==> src/rtl/ptmr_pkg.sv <==
package ptmr_pkg;
   localparam int OFF_GCTL    = 'h000;
   localparam int OFF_WIDE_HI = 'h0E0;
   localparam int OFF_WIDE_LO = 'h0E4;
   localparam int OFF_CH_BASE = 'h100;

   typedef enum logic [1:0] {
      SEL_LOAD = 2'd0,
      SEL_CUR  = 2'd1,
      SEL_CTRL = 2'd2,
      SEL_FLAG = 2'd3
   } ch_sel_e;

   typedef struct packed {
      logic chain;
      logic ie;
      logic run;
   } ch_ctrl_t;
endpackage

==> src/rtl/ptmr_chan.sv <==
module ptmr_chan
   import ptmr_pkg::*;
#(
   parameter int DW       = 32,
   parameter bit IS_FIRST = 1'b0
) (
   input  logic          clk,
   input  logic          rst_n,
   input  logic          run_ok,
   input  logic          below_exp,
   input  logic          ld_we,
   input  logic          ctl_we,
   input  logic          flg_we,
   input  logic [DW-1:0] wdata,
   output logic [DW-1:0] cnt,
   output logic [DW-1:0] ld,
   output ch_ctrl_t      ctl,
   output logic          flag,
   output logic          expire,
   output logic          irq
);
   logic step_ok;
   logic adv;

   generate
      if (IS_FIRST) begin : g_free
         assign step_ok = 1'b1;
      end else begin : g_chain
         assign step_ok = !ctl.chain || below_exp;
      end
   endgenerate

   assign adv    = ctl.run && run_ok && step_ok;
   assign expire = adv && (cnt == '0);
   assign irq    = flag && ctl.ie;

   always_ff @(posedge clk) begin
      if (!rst_n) begin
         ld   <= '0;
         ctl  <= '0;
         cnt  <= '0;
         flag <= 1'b0;
      end else begin
         if (ld_we)
            ld <= wdata;
         if (ctl_we)
            ctl <= ch_ctrl_t'(wdata[2:0]);
         if (ctl_we && wdata[0] && !ctl.run)
            cnt <= ld;
         else if (adv)
            cnt <= (cnt == '0) ? ld : cnt - 1'b1;
         if (expire)
            flag <= 1'b1;
         else if (flg_we && wdata[0])
            flag <= 1'b0;
      end
   end
endmodule

==> src/rtl/ptmr_wide_snap.sv <==
module ptmr_wide_snap #(
   parameter int DW = 32
) (
   input  logic          clk,
   input  logic          rst_n,
   input  logic          hi_rd,
   input  logic [DW-1:0] lo_live,
   output logic [DW-1:0] lo_held
);
   always_ff @(posedge clk) begin
      if (!rst_n)
         lo_held <= '0;
      else if (hi_rd)
         lo_held <= lo_live;
   end
endmodule

==> src/rtl/ptmr_top.sv <==
module ptmr_top
   import ptmr_pkg::*;
#(
   parameter int NCH = 4,
   parameter int DW  = 32,
   parameter int AW  = 12
) (
   input  logic           clk,
   input  logic           rst_n,
   input  logic           bus_wr,
   input  logic           bus_rd,
   input  logic [AW-1:0]  bus_addr,
   input  logic [DW-1:0]  bus_wdata,
   output logic [DW-1:0]  bus_rdata,
   input  logic           dbg_halt,
   output logic [NCH-1:0] irq
);
   localparam logic [AW-1:0] A_GCTL = AW'(OFF_GCTL);
   localparam logic [AW-1:0] A_HI   = AW'(OFF_WIDE_HI);
   localparam logic [AW-1:0] A_LO   = AW'(OFF_WIDE_LO);
   localparam logic [AW-9:0] A_PAGE = (AW-8)'(OFF_CH_BASE >> 8);

   if (NCH < 2 || NCH > 16) begin : g_bad_nch
      $error("NCH must be between 2 and 16");
   end
   if (DW < 8) begin : g_bad_dw
      $error("DW must be at least 8");
   end
   if (AW < 9) begin : g_bad_aw
      $error("AW must be at least 9");
   end

   logic [AW-1:0]     waddr;
   logic              ch_hit;
   logic [3:0]        ch_num;
   ch_sel_e           ch_sel;
   logic              frz_q, mdis_q, run_ok;
   logic [NCH*DW-1:0] cnt_flat, ld_flat;
   logic [NCH-1:0]    flag_v, chn_v, exp_v, ie_v, run_v;
   logic [DW-1:0]     snap;
   logic [DW-1:0]     rd_mux;

   assign waddr  = {bus_addr[AW-1:2], 2'b00};
   assign ch_hit = (waddr[AW-1:8] == A_PAGE) && (int'(waddr[7:4]) < NCH);
   assign ch_num = waddr[7:4];
   assign ch_sel = ch_sel_e'(waddr[3:2]);
   assign run_ok = !mdis_q && !(frz_q && dbg_halt);

   always_ff @(posedge clk) begin
      if (!rst_n) begin
         frz_q  <= 1'b0;
         mdis_q <= 1'b0;
      end else if (bus_wr && waddr == A_GCTL) begin
         frz_q  <= bus_wdata[0];
         mdis_q <= bus_wdata[1];
      end
   end

   for (genvar n = 0; n < NCH; n++) begin : g_ch
      logic     hit_n;
      ch_ctrl_t ctl_n;
      assign hit_n = bus_wr && ch_hit && (ch_num == 4'(n));

      ptmr_chan #(.DW(DW), .IS_FIRST(n == 0)) u_chan (
         .clk       (clk),
         .rst_n     (rst_n),
         .run_ok    (run_ok),
         .below_exp ((n == 0) ? 1'b0 : exp_v[(n == 0) ? 0 : n-1]),
         .ld_we     (hit_n && ch_sel == SEL_LOAD),
         .ctl_we    (hit_n && ch_sel == SEL_CTRL),
         .flg_we    (hit_n && ch_sel == SEL_FLAG),
         .wdata     (bus_wdata),
         .cnt       (cnt_flat[n*DW +: DW]),
         .ld        (ld_flat[n*DW +: DW]),
         .ctl       (ctl_n),
         .flag      (flag_v[n]),
         .expire    (exp_v[n]),
         .irq       (irq[n])
      );
      assign chn_v[n] = ctl_n.chain;
      assign ie_v[n]  = ctl_n.ie;
      assign run_v[n] = ctl_n.run;
   end

   ptmr_wide_snap #(.DW(DW)) u_snap (
      .clk     (clk),
      .rst_n   (rst_n),
      .hi_rd   (bus_rd && waddr == A_HI),
      .lo_live (cnt_flat[DW-1:0]),
      .lo_held (snap)
   );

   always_comb begin
      rd_mux = '0;
      if (waddr == A_GCTL)
         rd_mux = DW'({mdis_q, frz_q});
      else if (waddr == A_HI)
         rd_mux = cnt_flat[DW +: DW];
      else if (waddr == A_LO)
         rd_mux = snap;
      for (int n = 0; n < NCH; n++) begin
         if (ch_hit && ch_num == 4'(n)) begin
            case (ch_sel)
               SEL_LOAD: rd_mux = ld_flat[n*DW +: DW];
               SEL_CUR:  rd_mux = cnt_flat[n*DW +: DW];
               SEL_CTRL: rd_mux = DW'({chn_v[n], ie_v[n], run_v[n]});
               default:  rd_mux = DW'(flag_v[n]);
            endcase
         end
      end
   end

   always_ff @(posedge clk) begin
      if (!rst_n)
         bus_rdata <= '0;
      else if (bus_rd)
         bus_rdata <= rd_mux;
   end
endmodule

==> config.mk <==
export PLATFORM = sky130hd
export DESIGN_NAME = ptmr_top
export DESIGN_NICKNAME = d
export VERILOG_FILES = /design/src/rtl/ptmr_pkg.sv /design/src/rtl/ptmr_chan.sv /design/src/rtl/ptmr_wide_snap.sv /design/src/rtl/ptmr_top.sv
export SDC_FILE = /design/constraint.sdc
export NUM_CORES = 1
export LEC_CHECK = 0
export BUFFER_PORTS_ARGS = -buffer_cell sky130_fd_sc_hd__buf_2
export CAP_MARGIN = 20
export CORE_AREA = 4 4 182 184
export DETAILED_ROUTE_END_ITERATION = 12
export DIE_AREA = 0 0 186 188
export PLACE_DENSITY = 0.81
export SLEW_MARGIN = 30
export SYNTH_ARGS = -nofsm -noshare
export SYNTH_HDL_FRONTEND = slang
export SYNTH_HIERARCHICAL = 1
export SYNTH_SLANG_ARGS = --single-unit
export TNS_END_PERCENT = 50
==> constraint.sdc <==
create_clock -name clk -period 5.6 [get_ports clk]
set_input_delay 0.84 -clock clk [delete_from_list [all_inputs] [get_ports clk]]
set_output_delay 0.84 -clock clk [all_outputs]
set_load 0.05 [all_outputs]
==> reports/metrics.cfg <==
[status]
status=complete, no violations

[drt]
vias_per_cell=7.12
top_layer=met5
wl_per_cell_um=27.0
drtIter0Drc=3009
dr_wl_met3_um=9050
vias=19100
antenna_left=0
dr_wl_met2_um=31900
wl_um=72500
wl_met1_um=27300
drcViolationCount=0
dr.pass1.iters=8

[job]
max_cap_viol_count=0

[worst_hold_path]
hp-class=flip-flop to flip-flop

[cts]
cts_made_buffers=39
cts_root_buf=clkbuf_16
hold_buffers=0
clk_pin_slew_ns=0.06
clk_latency_ns=0.53
htree_levels=2
cts_tree=built
cts_setup_buffers=0
clock_sinks=338
cts_resized=0
clk_path_buf_depth=3

[critical_path]
slowest_delay_ns=0.58
slowest_stage=nor2_1
rr_worst_depth=18
reg2reg_slack_ns=0.14
crit_end=g_ch[3].u_chan/cnt[24]
r2r-end=g_ch[3].u_chan/cnt[24]
critical_path_class=flip-flop to flip-flop
worstPathArrival_ns=5.89
crit_required_ns=6.03
cpMostUsedCell=and3_2
critPathMaxFanout=13
rr_startpoint=g_ch[0].u_chan/cnt[0]
start_kind=flip-flop
path_cells=inv_1 -> ha_1 -> nor4b_1 -> and4_1 -> nand4_1 -> clkinv_1 -> or2b_2 -> and3_2 -> and3_2 -> or2b_2 -> and3_2 -> and3_2 -> nand2b_1 -> and3_1 -> nor2_1 -> buf_4 -> nor3_1 -> nor4b_1
endpoint_kind=flip-flop
crit_start=g_ch[0].u_chan/cnt[0]

[power_and_ir_drop]
power.density_nw_per_um2=251
p_sw_mw=1.26
power_frac_seq=0.451
power.leakage_nw=7.86
switching_share=0.237
peakVddDrop_v=0.000204
p_int_mw=4.08
report.power.total_mw=5.34
clockPowerShare=0.498
combPwrFrac=0.052

[sta]
slew_violations=0
fin_crit_ns=5.46
fmax_mhz=183
hold_viol_final=0
worst_slack_ns=0.136
tns_ns=0
post-route-period-util=0.976
setup_viol=0
relSlewSlack=0.219
skew_ns=0.0131
rsz0062_at_grt=false
worst_slew_pin_slew_ns=1.17

[finish]
layout-drive-gt1-share=0.139
multi_input_area_um2=11900
nNetsFinal=2309
n_fill_cell=2546
synthToLayoutAreaGrowth_pct=8.29
finalNonFillerCells=2685
seq_area_um2=6770

[global_route]
grt_max_degree=130
overflow=0
antenna_found_initial=2
grtUsageTotal=0.396
grt_pass1_vias=17300
grt_pass1_wl_um=108000

[synthesis]
ys_warn_count=6
synth_area_um2=19700
syn_inst=2266
synth_nets=2323
synth_area_per_cell_um2=8.69

[die]
pin_count=85
dieArea_um2=35000
rows=65
die_x_um=186
core_area_um2=31400
initial_core_util=0.627
die_y_um=188

[placed_design]
dp_cells=2613
dp_hpwl_um=50800
gp_congestion=1.02
dpl_worst_slack_ns=0.362
port_buffers=82

routing by layer:
metal	track usage	up-vias
met3	0.0706	277
met4	0.181	2
met1	0.544	8963
li1	-	8428
met5	0	-
met2	0.606	1439
per-stage QoR:
stage / hold WS [ns] / utilization / area (um^2)
floorplan: 0.437 / - / 19700
global placement: 0.475 / 0.635 / 19900
detailed placement: 0.491 / 0.636 / 20000
CTS: 0.499 / 0.679 / 21300
global route: 0.518 / 0.679 / 21300
finish: 0.499 / 0.679 / 21300
worst max-delay path, delay by kind of cell (launching register included):
kind | cells | cell delay (ns)
buffers and inverters | 3 | 0.76
AND/OR/NAND/NOR | 14 | 3.82
flip-flops | 1 | 0.54
adder cells (fa/ha/maj) | 1 | 0.23
sequential cells by signal, indices dropped and copies added, names as in the netlist:
signal,flops
frz_q,1
bus_rdata,32
u_snap/lo_held,32
g_ch.u_chan/flag,4
mdis_q,1
g_ch.u_chan/ctl,12
g_ch.u_chan/cnt,128
g_ch.u_chan/ld,128
final cells by class:
class	count	area share
Antenna cell	2	0.000235
Tap cell	402	0.0236
Clock inverter	10	0.00499
Timing Repair Buffer	119	0.0337
Multi-Input combinational cell	1738	0.560
Inverter	16	0.00282
Clock buffer	60	0.0576
Sequential cell	338	0.317
cells in the final DEF, fill, tap and decap left out, types with 31 or more instances in the layout:
master / instances
a21oi_1: 123
a31oi_1: 44
buf_2: 79
buf_4: 37
clkbuf_16: 41
dfxtp_1: 338
mux2i_1: 311
nand2_1: 140
nand3_1: 65
nand4_1: 34
nor2_1: 279
nor2b_1: 39
nor3_1: 61
nor4_1: 31
o21ai_0: 105
o21ai_1: 32
power by group through the flow:
stage,Sequential (mW),Combinational [mW],Clock [mW]
2_1_floorplan,2.47,0.149,0
3_3_place_gp,2.46,0.261,0
3_5_place_dp,2.46,0.263,0
4_1_cts,2.41,0.263,2.66
5_1_grt,2.41,0.280,2.76
6_report,2.41,0.276,2.66
how the worst min path moves through the flow:
stage | from | endpoint | slack [ns] | cells past startpoint
3_3_place_gp | g_ch[0].u_chan/flag | g_ch[0].u_chan/flag | 0.47 | 2
4_1_cts | g_ch[0].u_chan/flag | g_ch[0].u_chan/flag | 0.50 | 2
3_5_place_dp | g_ch[0].u_chan/flag | g_ch[0].u_chan/flag | 0.49 | 2
6_report | g_ch[0].u_chan/flag | g_ch[0].u_chan/flag | 0.50 | 2
2_1_floorplan | g_ch[0].u_chan/ld[9] | g_ch[0].u_chan/cnt[9] | 0.44 | 2
5_1_grt | g_ch[0].u_chan/flag | g_ch[0].u_chan/flag | 0.52 | 2
Note: power is estimated with default switching activity, not from simulation.
